==> config.mk <==
export PLATFORM = sky130hd
export DESIGN_NAME = i2c_msg_sequencer
export DESIGN_NICKNAME = d
export VERILOG_FILES = /design/src/rtl/i2cseq_pkg.sv /design/src/rtl/seq_msg_table.sv /design/src/rtl/seq_watchdog.sv /design/src/rtl/seq_retry_gap.sv /design/src/rtl/i2c_msg_sequencer.sv
export SDC_FILE = /design/constraint.sdc
export NUM_CORES = 1
export LEC_CHECK = 0
export BUFFER_PORTS_ARGS = -buffer_cell sky130_fd_sc_hd__buf_2
export CAP_MARGIN = 20
export CORE_ASPECT_RATIO = 0.6
export CORE_MARGIN = 5
export CORE_UTILIZATION = 35
export CTS_BUF_LIST = sky130_fd_sc_hd__clkbuf_4
export DETAILED_ROUTE_END_ITERATION = 7
export PLACE_DENSITY = 0.66
export SLEW_MARGIN = 30
export SYNTH_ARGS = -nofsm -noshare
export SYNTH_HDL_FRONTEND = slang
export SYNTH_SLANG_ARGS = --single-unit
==> constraint.sdc <==
create_clock -name clk -period 8.8 [get_ports clk]
set_clock_uncertainty 0.05 [all_clocks]
set_input_delay 1.32 -clock clk [delete_from_list [all_inputs] [get_ports clk]]
set_output_delay 1.32 -clock clk [all_outputs]
set_load 0.01 [all_outputs]
==> src/rtl/i2cseq_pkg.sv <==
package i2cseq_pkg;

  typedef enum logic [1:0] {
    OP_WR   = 2'd0,
    OP_RD   = 2'd1,
    OP_STOP = 2'd2
  } eng_op_e;

  typedef enum logic [3:0] {
    S_IDLE, S_WAIT_BUS, S_ADDR, S_ADDR_W, S_DATA, S_DATA_W, S_RD_OUT,
    S_NEXT, S_SEG, S_RESET, S_FINISH, S_ABORT, S_ABORT_W, S_GAP
  } seq_state_e;

  localparam logic [7:0] ST_OK        = 8'h00;
  localparam logic [7:0] ST_RETRY     = 8'h81;
  localparam logic [7:0] ST_NAK       = 8'h82;
  localparam logic [7:0] ST_BUS_ERR   = 8'h83;
  localparam logic [7:0] ST_TIMEOUT   = 8'h84;

endpackage

==> src/rtl/seq_msg_table.sv <==
module seq_msg_table #(
  parameter int MAX_MSGS = 4,
  parameter int LEN_W    = 8,
  parameter int CNT_W    = 3
) (
  input  logic                      clk,
  input  logic                      rst_n,
  input  logic                      load,
  input  logic [CNT_W-1:0]          num_in,
  input  logic [7*MAX_MSGS-1:0]     addr_in,
  input  logic [MAX_MSGS-1:0]       rd_in,
  input  logic [MAX_MSGS-1:0]       nostart_in,
  input  logic [LEN_W*MAX_MSGS-1:0] len_in,
  input  logic [CNT_W-1:0]          idx,
  output logic [CNT_W-1:0]          num,
  output logic [6:0]                cur_addr,
  output logic                      cur_rd,
  output logic [LEN_W-1:0]          cur_len,
  output logic                      cur_nostart,
  output logic                      next_nostart,
  output logic                      is_last
);

  logic [6:0]       t_addr    [MAX_MSGS];
  logic             t_rd      [MAX_MSGS];
  logic             t_nostart [MAX_MSGS];
  logic [LEN_W-1:0] t_len     [MAX_MSGS];

  always_ff @(posedge clk) begin
    if (!rst_n) num <= '0;
    else if (load) num <= num_in;
  end

  for (genvar g = 0; g < MAX_MSGS; g++) begin : g_entry
    always_ff @(posedge clk) begin
      if (!rst_n) begin
        t_addr[g]    <= '0;
        t_rd[g]      <= 1'b0;
        t_nostart[g] <= 1'b0;
        t_len[g]     <= '0;
      end else if (load) begin
        t_addr[g]    <= addr_in[7*g +: 7];
        t_rd[g]      <= rd_in[g];
        t_nostart[g] <= nostart_in[g];
        t_len[g]     <= len_in[LEN_W*g +: LEN_W];
      end
    end
  end

  always_comb begin
    cur_addr     = '0;
    cur_rd       = 1'b0;
    cur_len      = '0;
    cur_nostart  = 1'b0;
    next_nostart = 1'b0;
    for (int i = 0; i < MAX_MSGS; i++) begin
      if (idx == CNT_W'(i)) begin
        cur_addr    = t_addr[i];
        cur_rd      = t_rd[i];
        cur_len     = t_len[i];
        cur_nostart = t_nostart[i];
      end
      if (idx + CNT_W'(1) == CNT_W'(i)) next_nostart = t_nostart[i];
    end
  end

  assign is_last = (idx + CNT_W'(1) >= num);

  // the message count presented at load lies inside the table
  always @(posedge clk) begin
    if (rst_n && load) begin
      assert_num_range_R11: assert (num_in != '0 && num_in <= CNT_W'(MAX_MSGS))
        else $error("num_msgs out of range");
    end
  end

endmodule

==> src/rtl/seq_watchdog.sv <==
module seq_watchdog #(
  parameter int TO_W = 20
) (
  input  logic            clk,
  input  logic            rst_n,
  input  logic            clear,
  input  logic            enable,
  input  logic [TO_W-1:0] limit,
  output logic            expired
);

  logic [TO_W-1:0] count;

  assign expired = (limit != '0) && (count >= limit);

  always_ff @(posedge clk) begin
    if (!rst_n || clear) count <= '0;
    else if (enable && !expired) count <= count + TO_W'(1);
  end

  // once the limit is reached the counter stops moving until cleared
  assert_wd_saturate_R10: assert property (@(posedge clk) disable iff (!rst_n)
    (expired && !clear) |=> $stable(count));

endmodule

==> src/rtl/seq_retry_gap.sv <==
module seq_retry_gap #(
  parameter int RETRIES    = 5,
  parameter int GAP_CYCLES = 25000
) (
  input  logic clk,
  input  logic rst_n,
  input  logic clear,
  input  logic begin_gap,
  output logic can_retry,
  output logic gap_done
);

  localparam int ATT_W = $clog2(RETRIES + 2);
  localparam int GAP_W = $clog2(GAP_CYCLES + 1);

  logic [ATT_W-1:0] attempts;
  logic [GAP_W-1:0] gap_cnt;
  logic             gap_run;

  assign can_retry = (attempts < ATT_W'(RETRIES));
  assign gap_done  = gap_run && (gap_cnt == GAP_W'(GAP_CYCLES - 1));

  always_ff @(posedge clk) begin
    if (!rst_n || clear) attempts <= '0;
    else if (begin_gap) attempts <= attempts + ATT_W'(1);
  end

  always_ff @(posedge clk) begin
    if (!rst_n) begin
      gap_run <= 1'b0;
      gap_cnt <= '0;
    end else if (begin_gap) begin
      gap_run <= 1'b1;
      gap_cnt <= '0;
    end else if (gap_done) begin
      gap_run <= 1'b0;
    end else if (gap_run) begin
      gap_cnt <= gap_cnt + GAP_W'(1);
    end
  end

  // the number of restarts never exceeds the allowance
  assert_attempt_bound_R7: assert property (@(posedge clk) disable iff (!rst_n)
    attempts <= ATT_W'(RETRIES));

endmodule

==> src/rtl/i2c_msg_sequencer.sv <==
module i2c_msg_sequencer
  import i2cseq_pkg::*;
#(
  parameter int MAX_MSGS   = 4,
  parameter int LEN_W      = 8,
  parameter int TO_W       = 20,
  parameter int RETRIES    = 5,
  parameter int GAP_CYCLES = 25000,
  localparam int CNT_W     = $clog2(MAX_MSGS + 1)
) (
  input  logic                      clk,
  input  logic                      rst_n,
  input  logic                      start,
  input  logic [CNT_W-1:0]          num_msgs,
  input  logic [7*MAX_MSGS-1:0]     msg_addr,
  input  logic [MAX_MSGS-1:0]       msg_rd,
  input  logic [MAX_MSGS-1:0]       msg_nostart,
  input  logic [LEN_W*MAX_MSGS-1:0] msg_len,
  input  logic [TO_W-1:0]           timeout_cycles,
  input  logic [7:0]                wr_data,
  input  logic                      wr_valid,
  output logic                      wr_ready,
  output logic [7:0]                rd_data,
  output logic                      rd_valid,
  input  logic                      rd_ready,
  output logic                      done,
  output logic [7:0]                status,
  output logic                      arb_seen,
  output logic                      eng_go,
  output logic [1:0]                eng_op,
  output logic                      eng_start,
  output logic                      eng_stop,
  output logic                      eng_nak,
  output logic [7:0]                eng_byte,
  output logic                      eng_reset,
  input  logic                      eng_done,
  input  logic                      eng_nak_rcvd,
  input  logic                      eng_bus_err,
  input  logic                      eng_arb_lost,
  input  logic [7:0]                eng_rx_byte,
  input  logic                      bus_busy,
  input  logic                      scl_in,
  input  logic                      sda_in
);

  seq_state_e       st;
  logic [CNT_W-1:0] idx;
  logic [LEN_W-1:0] ptr;
  logic             seg_rd;
  logic             data_seen;
  logic [7:0]       err;
  logic [7:0]       rx_hold;
  logic             cmd_pending;

  logic [CNT_W-1:0] num;
  logic [6:0]       m_addr;
  logic             m_rd;
  logic [LEN_W-1:0] m_len;
  logic             m_nostart;
  logic             nx_nostart;
  logic             is_last;

  logic wd_clear, wd_en, wd_expired, timeout_hit;
  logic rt_clear, begin_gap, can_retry, gap_done;
  logic bus_ok, last_byte, accept;

  assign accept = (st == S_IDLE) && start;
  assign bus_ok = !bus_busy && scl_in && sda_in;
  assign last_byte = (ptr == m_len - LEN_W'(1));

  seq_msg_table #(.MAX_MSGS(MAX_MSGS), .LEN_W(LEN_W), .CNT_W(CNT_W)) u_table (
    .clk(clk), .rst_n(rst_n), .load(accept), .num_in(num_msgs),
    .addr_in(msg_addr), .rd_in(msg_rd), .nostart_in(msg_nostart), .len_in(msg_len),
    .idx(idx), .num(num), .cur_addr(m_addr), .cur_rd(m_rd), .cur_len(m_len),
    .cur_nostart(m_nostart), .next_nostart(nx_nostart), .is_last(is_last)
  );

  assign wd_clear = (st == S_IDLE) || (st == S_GAP);
  assign wd_en = (st inside {S_WAIT_BUS, S_ADDR, S_ADDR_W, S_DATA, S_DATA_W, S_NEXT, S_SEG});
  assign timeout_hit = wd_en && wd_expired;

  seq_watchdog #(.TO_W(TO_W)) u_wd (
    .clk(clk), .rst_n(rst_n), .clear(wd_clear), .enable(wd_en),
    .limit(timeout_cycles), .expired(wd_expired)
  );

  assign rt_clear  = accept;
  assign begin_gap = (st == S_ABORT_W) && eng_done && (err == ST_RETRY) && can_retry;

  seq_retry_gap #(.RETRIES(RETRIES), .GAP_CYCLES(GAP_CYCLES)) u_retry (
    .clk(clk), .rst_n(rst_n), .clear(rt_clear), .begin_gap(begin_gap),
    .can_retry(can_retry), .gap_done(gap_done)
  );

  // Command and stream outputs
  always_comb begin
    eng_go    = 1'b0;
    eng_op    = OP_WR;
    eng_start = 1'b0;
    eng_stop  = 1'b0;
    eng_nak   = 1'b0;
    eng_byte  = 8'h00;
    eng_reset = 1'b0;
    wr_ready  = 1'b0;
    rd_valid  = 1'b0;
    done      = 1'b0;
    case (st)
      S_ADDR: if (!timeout_hit) begin
        eng_go    = 1'b1;
        eng_start = 1'b1;
        eng_byte  = {m_addr, m_rd};
        eng_stop  = (m_len == '0) && is_last;
      end
      S_DATA: if (!timeout_hit) begin
        if (seg_rd) begin
          eng_go   = 1'b1;
          eng_op   = OP_RD;
          eng_nak  = last_byte && (is_last || !nx_nostart);
          eng_stop = last_byte && is_last;
        end else begin
          wr_ready = 1'b1;
          if (wr_valid) begin
            eng_go   = 1'b1;
            eng_byte = wr_data;
            eng_stop = last_byte && is_last;
          end
        end
      end
      S_RD_OUT: rd_valid = 1'b1;
      S_ABORT: begin
        eng_go   = 1'b1;
        eng_op   = OP_STOP;
        eng_stop = 1'b1;
      end
      S_RESET:  eng_reset = 1'b1;
      S_FINISH: done = 1'b1;
      default: ;
    endcase
  end

  assign rd_data = rx_hold;
  assign status  = done ? ((err == ST_OK) ? 8'(num) : err) : 8'h00;

  // Sequencing
  always_ff @(posedge clk) begin
    if (!rst_n) begin
      st        <= S_IDLE;
      idx       <= '0;
      ptr       <= '0;
      seg_rd    <= 1'b0;
      data_seen <= 1'b0;
      err       <= ST_OK;
      rx_hold   <= 8'h00;
    end else if (timeout_hit) begin
      err <= ST_TIMEOUT;
      st  <= S_ABORT;
    end else begin
      case (st)
        S_IDLE: if (start) begin
          idx       <= '0;
          ptr       <= '0;
          data_seen <= 1'b0;
          err       <= ST_OK;
          st        <= S_WAIT_BUS;
        end
        S_WAIT_BUS: if (bus_ok) st <= S_ADDR;
        S_ADDR: st <= S_ADDR_W;
        S_ADDR_W: if (eng_done) begin
          if (eng_nak_rcvd) begin
            err <= (idx == '0 && !data_seen) ? ST_RETRY : ST_NAK;
            st  <= S_ABORT;
          end else if (eng_bus_err) begin
            err <= ST_BUS_ERR;
            st  <= S_ABORT;
          end else begin
            seg_rd <= m_rd;
            st     <= (m_len == '0) ? S_NEXT : S_DATA;
          end
        end
        S_DATA: if (seg_rd || wr_valid) st <= S_DATA_W;
        S_DATA_W: if (eng_done) begin
          if (!seg_rd && eng_nak_rcvd) begin
            err <= ST_NAK;
            st  <= S_ABORT;
          end else if (eng_bus_err) begin
            err <= ST_BUS_ERR;
            st  <= S_ABORT;
          end else begin
            data_seen <= 1'b1;
            ptr       <= ptr + LEN_W'(1);
            if (seg_rd) begin
              rx_hold <= eng_rx_byte;
              st      <= S_RD_OUT;
            end else begin
              st <= last_byte ? S_NEXT : S_DATA;
            end
          end
        end
        S_RD_OUT: if (rd_ready) st <= (ptr == m_len) ? S_NEXT : S_DATA;
        S_NEXT: begin
          if (is_last) begin
            st <= (m_len == '0) ? S_RESET : S_FINISH;
          end else begin
            idx <= idx + CNT_W'(1);
            ptr <= '0;
            st  <= S_SEG;
          end
        end
        S_SEG: begin
          if (m_nostart) st <= (m_len == '0) ? S_NEXT : S_DATA;
          else           st <= S_ADDR;
        end
        S_RESET:  st <= S_FINISH;
        S_FINISH: st <= S_IDLE;
        S_ABORT:  st <= S_ABORT_W;
        S_ABORT_W: if (eng_done) st <= begin_gap ? S_GAP : S_FINISH;
        S_GAP: if (gap_done) begin
          idx       <= '0;
          ptr       <= '0;
          data_seen <= 1'b0;
          err       <= ST_OK;
          st        <= S_WAIT_BUS;
        end
        default: st <= S_IDLE;
      endcase
    end
  end

  always_ff @(posedge clk) begin
    if (!rst_n || accept) arb_seen <= 1'b0;
    else if (eng_arb_lost) arb_seen <= 1'b1;
  end

  always_ff @(posedge clk) begin
    if (!rst_n) cmd_pending <= 1'b0;
    else if (eng_go) cmd_pending <= 1'b1;
    else if (eng_done) cmd_pending <= 1'b0;
  end

  // done is a single-cycle pulse
  assert_done_pulse_R11: assert property (@(posedge clk) disable iff (!rst_n)
    done |=> !done);

  // a waiting read byte holds until taken
  assert_rd_hold_R13: assert property (@(posedge clk) disable iff (!rst_n)
    (rd_valid && !rd_ready) |=> (rd_valid && $stable(rd_data)));

  // the bus side stalls while a read byte waits
  assert_rd_stall_R13: assert property (@(posedge clk) disable iff (!rst_n)
    rd_valid |-> !eng_go);

  // one outstanding byte command at a time
  assert_one_cmd_R14: assert property (@(posedge clk) disable iff (!rst_n)
    (eng_go && eng_op != OP_STOP) |-> !cmd_pending);

  // a write handshake forwards that very byte
  assert_wr_forward_R12: assert property (@(posedge clk) disable iff (!rst_n)
    (wr_valid && wr_ready) |-> (eng_go && eng_op == OP_WR && eng_byte == wr_data));

  // the opening address only after an idle, released bus
  assert_idle_bus_R2: assert property (@(posedge clk) disable iff (!rst_n)
    (eng_go && eng_start && idx == '0 && !data_seen) |-> $past(bus_ok));

  // address bit 0 matches the message direction
  assert_addr_dir_R1: assert property (@(posedge clk) disable iff (!rst_n)
    (eng_go && eng_start) |-> (eng_byte[0] == m_rd && eng_op == OP_WR));

endmodule

==> impl_results.md, run 1 <==
- CTS tree: done
- Max FO, Critical Path: 33
- Pre-Repair DR Iteration Count: 6
- CP Launch Type: flop
- Sequential Area: ~3500 um^2
- Via Count: roughly 7,000
- Final nets: between 1,000 and 1,500
- Distinct cells, synth: 79
- Die Span X: ~210 um
- Met2 usage: 0.234
- Final Setup Violations: 0
- Postcts setup bufs: 0
- CTS Buf Count: 17
- Internal power: 1.15 mW
- Peak VDD IR: 0.0000930 V
- Hold Path End: arb_seen
- Number of global-route vias before repair: ~6,700
- Non-Filler Instances: around 1,400
- Nature of the critical path endpoint: primary output
- Filler cell count: 2,386
- Reg2reg setup slack: slightly above 5 ns
- Area of the multi-input gates: approximately 4400 um^2
- Cell taking the most area after synthesis: edfxtp_1
- Area share of the largest cell type after synthesis: 0.239
- Top cells by area, synth: edfxtp_1 24%, dfxtp_1 19%, and2_1 6.2%
- Synth Flop Type: dfxtp_1
- First-pass GRT wire length: 35,400 um
- LEAKAGE: 4.07 nW
- WL per Instance: about 16 um
- Antenna Nets Post-Route: 0
- Initial antenna violation count: 0
- Most numerous cell in the Yosys netlist: nor2_1
- Hold Path Cell Cnt: 2
- DPL Wire Length: roughly 17,000 um
- Synth top cells by count: 108 x nor2_1, 82 x and2_1, 78 x dfxtp_1, 66 x edfxtp_1
- H-tree levels: 4
- Gpl congestion: ~0.9
- Tmin final: about 5.9 ns
- RSZ-0062 raised after global routing: false
- Worst min path class: flop to flop
- GRT Util Overall: 0.165
- Dpl cells: ~1,300
- Layout Area Growth over Synthesis: 16.1%
- Combinational share of power: 0.280
- Total of max-cap violations: 0
- PortBufs: about 150
- Post-Route WL: approximately 23,000 um
- Cells after synthesis: ~910
- Cell Pwr Density: around 190 nW/um^2
- Fin crit share: 0.669
- Final Util: 0.415
- WP data required: between 7 and 8 ns
- CTS resizes: 0
- Grt total ovfl: 0
- Drt first-iter violations: 527
- Final hold vios: 0
- CTS Hold Bufs: 0
- Core box area: ~23,000 um^2
- Worst-Skew Late Latency: 0.58 ns
- Critical path class: flop to primary output
- Die span in y: around 130 um
- Asr flop ratio synth: 0
- Largest net degree at the start of global routing: 68
- R2R depth: 14
- Top Ports: between 150 and 200
- Root Buffer: clkbuf_4
- CTS Buffer Depth: 2
- Most Crowded Layer GR: met1
- Final Power: 1.79 mW
- Clk slew on worst S/H paths: ~0.14 ns
- Slew @ Worst Pin: between 0.9 and 1 ns
- Share of layout cells above drive strength 1: 0.201
- Post-synth EDFFs: 66
- Sw frac: 0.357
- Avg Cell Area, Syn: 9.09 um^2
- FP Rows: 43
- Met3 GRT Util: 0.0484
- Post-synthesis net count: approximately 1,100
- Worst slew margin: 0.396
- Max Clk Rate: between 150 and 200 MHz
- Clock sink count: between 100 and 150
- Total Die Area: ~27,000 um^2
- HP Start: arb_seen
- # DRC: 0
- Sequential element share of the synthesized area: 0.427
- Total net switching power: 640 uW
- Arrival @ worst endpoint: 4.52 ns
- Initial Utilization: 0.357
- TNS Setup: 0 ns
- Mapped cell area: a little over 8000 um^2
- Clk pwr share: 0.232
- Placed instance area: roughly 9400 um^2
- Flop pwr share: 0.488
- Final std cell area, no fill: just under 10,000 um^2
- Yosys warns: 0
- Worst r2r dst: st[0]
- Number of synthesized register bits: approximately 140
- Max Slew Vio Count: 0
- Launching point of the worst reg2reg path: idx[2]
- Vias/cell: between 5 and 6
- Status: finished clean
- Met1 usage: 0.245
-- area by class of cell --
cell class / instances / area share
tap: 315 / 0.0410
timing repair buffer: 160 / 0.0871
clock inverter: 14 / 0.0139
multi-input combinational: 672 / 0.456
antenna: 1 / 0.000260
clock buffer: 18 / 0.0140
sequential: 144 / 0.368
inverter: 51 / 0.0199
-- per-stage QoR --
| step | hold slack [ns] | worst slack (ns) |
|---|---|---|
| floorplan | 0.394 | 4.07 |
| CTS | 0.444 | 2.86 |
| finish | 0.437 | 2.91 |
| global route | 0.466 | 2.60 |
| detailed placement | 0.402 | 3.29 |
| global placement | 0.399 | 3.31 |
-- sequential cells by signal, summed over array words and instances (netlist names), 4 cells and up --
name / cells
u_table.t_nostart: 4
st: 4
u_wd.count: 20
err: 8
u_table.t_rd: 4
u_table.t_len: 32
u_retry.gap_cnt: 15
ptr: 8
u_table.t_addr: 28
rd_data: 8
-- cell families (layout without fill, tap and decap cells) --
family                   after synthesis  in the layout  share of synthesized area
flip-flops                           144            144                      0.427
AND/OR/NAND/NOR                      395            395                      0.249
multiplexers                          20             20                     0.0243
AO/OA/AOI/OAI                        175            175                      0.149
XOR/XNOR                              47             47                     0.0530
other                                  0              1                          0
buffers and inverters                 96            243                     0.0447
adder cells (fa/ha/maj)               35             35                     0.0528
-- critical path: stages (launching register included) --
cell and delay, ns:
dfxtp_1 0.50, inv_1 0.25, ha_1 0.26, buf_4 0.25, or2_1 0.39, a211o_1 0.30
and3_1 0.19, ha_1 0.20, inv_1 0.09, a21oi_1 0.08, a311oi_1 0.30, mux2i_1 0.12
o22ai_1 0.31, nand3_2 0.15, a311oi_2 0.34, buf_2 0.20
-- placed cells by master (no fill, tap or decap), drive strengths merged, types with 4 or more instances in the layout --
cell       n
a222oi     8
xor2      31
nor4       9
nor2b     10
buf      160
a21o       8
nor2     108
or3        6
edfxtp    66
a21oi     58
nor3      22
or2        9
nand2     57
o2bb2ai    9
clkbuf    18
and3      13
mux2i     19
o21a       5
inv       55
clkinv     8
a221oi     4
a311oi     4
ha        35
a221o      4
o31ai      4
nand2b    13
nand3     22
dfxtp     78
o21ai     32
nand4     27
xnor2     14
and2      82
nand3b     5
-- worst max path at each step --
stage	from	endpoint	slack [ns]	depth (start not counted)
CTS	idx[2]	eng_nak	2.86	15
floorplan	timeout_cycles[0]	eng_byte[0]	4.07	10
global route	idx[2]	eng_nak	2.60	15
finish	idx[2]	eng_nak	2.91	15
detailed placement	timeout_cycles[0]	eng_byte[0]	3.29	12
global placement	timeout_cycles[6]	eng_byte[0]	3.31	13
-- layer usage --
metal  part of all wire  wire, um
met5                  0         0
met3              0.071      1610
met2               0.40      8990
met4              0.015       335
met1               0.51     11600
-- power groups by stage --
stage / registers [mW] / clock network [mW] / logic [mW]
floorplan: 0.853 / 0 / 0.378
global placement: 0.888 / 0 / 0.483
detailed placement: 0.889 / 0 / 0.496
CTS: 0.874 / 0.430 / 0.498
global route: 0.887 / 0.465 / 0.555
finish: 0.875 / 0.417 / 0.502
Note: power is estimated with default switching activity, not from simulation.
==> inputs of run 2 (changes only) <==
clock period = 5.5 ns   (was 8.8 ns; I/O delays follow)
==> run 2 against run 1 <==
Via count shrank 0.23%. Wire length decreased by 1.1%. Cell area unchanged. Count of clock-buffer cells in the layout shrank 1. Global-route usage decreased by 0.12 points. Hold slack got worse by 0.054 ns. Register-to-register slack lost 3.1 ns. Sequential cell count is the same. Critical path depth fell by 1. First-iteration DRC count decreased by 8.5%. Largest power group unchanged.
==> impl_results.md, run 2 (synthesis gave the netlist of run 1 again) <==
- HP Start: eng_arb_lost
- Final WS setup: roughly 0.41 ns
- Final hold vios: 0
- Total of max-cap violations: 0
- CP Cell Sequence: inv_1, ha_2, or2_1, a211o_1, and3_1, ha_1, inv_1, a21oi_1, a311oi_1, mux2i_1, o22ai_1, nand3_2, o31ai_2, buf_2
- Slew @ Worst Pin: 0.910 ns
- Critical-path top delay cell: dfxtp_1
- Peak VDD IR: between 0.0001 and 0.00015 V
- TNS Setup: 0 ns
- PortBufs: between 150 and 200
- CTS tree: done
- Dpl cells: between 1,000 and 1,500
- CTS Hold Bufs: 0
- WL per Instance: around 16 um
- Die span in y: 129 um
- Max FO, Critical Path: 16
- Share of layout cells above drive strength 1: 0.200
- Worst min path class: input pin to flop
- Start point of the critical path: idx[2]
- Max Slew Vio Count: 0
- CP Buf/Inv Count: 3
- # DRC: 0
- DPL Wire Length: between 15,000 and 20,000 um
- Top delay family on crit path: compound AO/OA/AOI/OAI gates
- RSZ-0062 raised after global routing: false
- Worst slack, placed: 0.884 ns
- Worst path max stage delay: ~0.43 ns
- First-pass GRT wire length: around 35,000 um
- Postcts setup bufs: 0
- Status: finished clean
- Initial Utilization: 0.357
- Commonest non-fill, non-tap cells in the layout: 153 x buf_2, 107 x nor2_1, 82 x and2_1, 78 x dfxtp_1, 66 x edfxtp_1
- GRT Util Overall: 0.163
- Vias/cell: 5.09
- Worst slew margin: 0.393
- LEAKAGE: 4.07 nW
- Largest net degree at the start of global routing: approximately 70
- Tmin final: 5.09 ns
- Core box area: between 20,000 and 25,000 um^2
- Total Die Area: roughly 27,000 um^2
- Post-Route WL: 22,300 um
- H-tree levels: 4
- Top reg by flops: u_table.t_len
- CP Launch Type: flop
- Antenna diode count: 0
- Nature of the critical path endpoint: primary output
- Number of global-route vias before repair: roughly 6,600
- Gpl congestion: 0.932
- CTS Buffer Depth: 2
- Final Setup Violations: 0
- CTS Buf Count: 17
- Pre-Repair DR Iteration Count: 5
- Hold Path End: arb_seen
- Root Buffer: clkbuf_4
- Largest regs: u_table.t_len (32), u_table.t_addr (28), u_wd.count (20)
- Non-Filler Instances: roughly 1,400
- R2R depth: 13
- Critical path class: flop to primary output
- Most frequent CP cell: inv_1
- Final nets: 1,199
- Reg2reg setup slack: just under 2 ns
- Max Clk Rate: slightly below 200 MHz
- Via Count: ~7,000
- FP Rows: 43
- Launching point of the worst reg2reg path: idx[2]
- Worst-Skew Late Latency: between 0.5 and 0.6 ns
- Clk slew on worst S/H paths: about 0.14 ns
- Initial antenna violation count: 0
- Most common cell after layout, fill and taps aside: buf_2
- Clock sink count: ~140
- WP data required: 4.62 ns
- Cell Pwr Density: between 300 and 400 nW/um^2
- Die Span X: roughly 210 um
- Hold Path Cell Cnt: 3
- Drt first-iter violations: between 400 and 500
- Arrival @ worst endpoint: between 4 and 5 ns
- Top Ports: 154
- Worst r2r dst: st[1]
- Fin crit share: 0.926
- Grt total ovfl: 0
- Layout Area Growth over Synthesis: 16.1%
- Max FFs per register: 32
- Antenna Nets Post-Route: 0
run 2: tightest hold or removal path, stage by stage:
cell	delay [ns]
buf_2	0.07
nor2_1	0.03
nor2_1	0.06
run 2: metrics by stage:
step	total power [mW]	util	hold slack [ns]	instance area, um^2
floorplan	1.97	-	0.394	8290
global placement	2.20	0.402	0.400	9320
detailed placement	2.22	0.403	0.405	9350
CTS	2.91	0.415	0.336	9620
global route	3.07	0.415	0.335	9620
finish	2.89	0.415	0.383	9620
run 2: layout make-up:
type	count	area (um^2)
Fill cell	2324	13600
Multi-Input combinational cell	672	4390
Sequential cell	144	3540
Timing Repair Buffer	159	831
Tap cell	315	394
Inverter	51	191
Clock inverter	15	149
Clock buffer	17	128
run 2: power breakdown:
part | switching, mW | total, mW | internal, mW
sequential | 0.111 | 1.40 | 1.29
combinational | 0.485 | 0.804 | 0.319
clock | 0.445 | 0.685 | 0.240
total | 1.04 | 2.89 | 1.85
run 2: what timing repair did:
action / CTS / global route
endpoints found under the hold margin: 0 / 0
setup endpoints to repair: 0 / 2
gates resized for setup: 0 / 1
run 2: worst max-delay path by stage:
stage | to | cells past startpoint | slack, ns
6_report | eng_stop | 14 | 0.41
5_1_grt | eng_nak | 14 | 0.10
4_1_cts | eng_nak | 14 | 0.19
3_5_place_dp | eng_nak | 14 | 0.88
3_3_place_gp | eng_nak | 14 | 1.00
2_1_floorplan | eng_nak | 15 | 1.54
run 2: metal layers:
layer	GRT usage	up-vias	wire, um
li1	-	3508	-
met1	0.244	3191	11100
met2	0.232	267	9000
met3	0.0491	21	1910
met4	0.0395	0	276
met5	0	-	0
==> inputs of run 3 (changes only) <==
CTS_BUF_LIST = sky130_fd_sc_hd__clkbuf_2 sky130_fd_sc_hd__clkbuf_4 sky130_fd_sc_hd__clkbuf_8   (was sky130_fd_sc_hd__clkbuf_4)
==> run 3 against run 2 <==
Sequential cell count is the same. First-iteration DRC count grew 9.3%. Critical path depth is the same. Largest cell class unchanged. Non-clock buffer count is the same. Clock power grew 27%. Critical endpoint is now eng_nak. Sequential power is essentially flat. Die area is the same. Total power grew 6.3%. Cell area grew 1.3%. Wire length grew 0.19%. Worst setup slack lost 0.017 ns. Largest power group unchanged. Via count grew 0.39%.
==> impl_results.md, run 3 (synthesis gave the netlist of run 1 again) <==
- Clk slew on worst S/H paths: 0.09 ns
- Slew @ Worst Pin: slightly below 0.9 ns
- Initial Utilization: 0.357
- Worst-Skew Late Latency: 0.47 ns
- DPL Wire Length: 17,100 um
- Peak VDD IR: 0.000150 V
- Sw frac: 0.346
- Max Slew Vio Count: 0
- Antenna diode count: 0
- Worst min path class: flop to flop
- Final std cell area, no fill: 9750 um^2
- Share of layout cells above drive strength 1: 0.201
- Internal power: slightly above 2 mW
- TNS Setup: 0 ns
- CTS Hold Bufs: 0
- RSZ-0062 raised after global routing: false
- Top reg by flops: u_table.t_len
- PortBufs: roughly 150
- Core box area: about 23,000 um^2
- Filler cell count: 2,303
- Flop pwr share: 0.456
- Clock sink count: ~140
- CP Cell Sequence: inv_1, ha_1, or2_1, a211o_1, and3_1, ha_1, inv_1, a21oi_1, a311oi_1, mux2i_1, o22ai_1, nand3_2, a311oi_2, buf_2
- Arrival @ worst endpoint: 4.23 ns
- Layout Area Growth over Synthesis: 17.6%
- Max FFs per register: 32
- Area of the multi-input gates: 4390 um^2
- Commonest non-fill, non-tap cells in the layout: 153 x buf_2, 107 x nor2_1, 82 x and2_1, 78 x dfxtp_1, 66 x edfxtp_1
- Most common cell after layout, fill and taps aside: buf_2
- Postcts setup bufs: 0
- CTS Buf Count: 17
- Final WS setup: between 0.3 and 0.4 ns
- Worst slew margin: 0.407
- LEAKAGE: between 4 and 5 nW
- Number of global-route vias before repair: 6,565
- Nature of the critical path endpoint: primary output
- CTS Buffer Depth: 2
- Die Span X: 209 um
- CP Launch Type: flop
- WP data required: between 4 and 5 ns
- Die span in y: between 100 and 150 um
- Via Count: 7,014
- CTS resizes: 0
- Sequential Area: roughly 3500 um^2
- CTS tree: done
- Total net switching power: 1.06 mW
- Top Ports: around 150
- Max FO, Critical Path: 16
- Top delay family on crit path: compound AO/OA/AOI/OAI gates
- Status: finished clean
- Total Die Area: roughly 27,000 um^2
- Tmin final: 5.11 ns
- H-tree levels: 4
- Drt first-iter violations: about 530
- GRT Util Overall: 0.164
- Critical-path top delay cell: ha_1
- Final Util: 0.420
- Worst slack, placed: slightly below 0.9 ns
- Final Setup Violations: 0
- Antenna Nets Post-Route: 0
- Post-Route WL: between 20,000 and 25,000 um
- Final hold vios: 0
- Final nets: around 1,200
- Critical path class: flop to primary output
- Placed instance area: between 9000 and 10,000 um^2
- Largest net degree at the start of global routing: slightly above 70
- Initial antenna violation count: 0
- Combinational share of power: 0.261
- WL per Instance: 16.3 um
- FP Rows: 43
- Cell Pwr Density: 315 nW/um^2
- Pre-Repair DR Iteration Count: 5
- Clk pwr share: 0.283
- # DRC: 0
- Total of max-cap violations: 0
- Fin crit share: 0.929
- Gpl congestion: roughly 0.93
- Worst path max stage delay: 0.48 ns
- CP Buf/Inv Count: 3
- Grt total ovfl: 0
- First-pass GRT wire length: ~35,000 um
- Root Buffer: clkbuf_8
- Max Clk Rate: between 150 and 200 MHz
- Largest regs: u_table.t_len (32), u_table.t_addr (28), u_wd.count (20)
- Vias/cell: around 5
==> run 3: changes by cell type in the layout (fill, tap and decap cells not counted) <==
cell,delta
clkbuf_4,-17
clkbuf_8,+19
clkinv_1,-2
ha_1,+1
ha_2,-1
==> run 3: worst reg2reg max path: cells and delay by family, from the launching register on <==
family / cells / cell delay, ns
compound gates: 4 / 0.94
xor+xnor: 1 / 0.26
mux: 1 / 0.12
flops: 1 / 0.36
fa+ha+maj: 2 / 0.77
buf+inv: 2 / 0.36
simple gates: 3 / 0.68
==> run 3: cell type report <==
type	instances	share of cell area
Multi-Input combinational cell	672	0.450
Timing Repair Buffer	159	0.0852
Tap cell	315	0.0404
Clock inverter	13	0.0145
Sequential cell	144	0.363
Clock buffer	19	0.0268
Inverter	51	0.0196
==> run 3: final timing paths <==
| check | startpoint | endpoint | slack [ns] | cells after the start |
|---|---|---|---|---|
| worst max register to register | idx[2] | st[1] | 1.83 | 13 |
| worst min-delay path | arb_seen | arb_seen | 0.43 | 2 |
| worst max-delay path | idx[2] | eng_nak | 0.39 | 14 |
| worst min register to register | arb_seen | arb_seen | 0.43 | 2 |
==> run 3: layer usage <==
layer / GRT usage / wire (um)
met3: 0.0455 / 1830
met1: 0.246 / 11100
met2: 0.231 / 9110
met5: 0 / 0
met4: 0.0487 / 260
==> run 3: power groups by stage <==
stage          sequential (mW)  combinational (mW)  clock (mW)
3_3_place_gp              1.42               0.780           0
2_1_floorplan             1.36               0.605           0
6_report                  1.40               0.804       0.869
4_1_cts                   1.40               0.798       0.894
5_1_grt                   1.42               0.893       0.944
3_5_place_dp              1.43               0.794           0
==> run 3: per-stage QoR <==
stage | total power, mW | hold slack (ns) | instances
after global routing | 3.26 | 0.447 | 1373
after CTS | 3.09 | 0.431 | 1373
after detailed placement | 2.22 | 0.405 | 1341
after global placement | 2.20 | 0.400 | 1340
after floorplan | 1.97 | 0.394 | 912
final | 3.07 | 0.428 | 1373
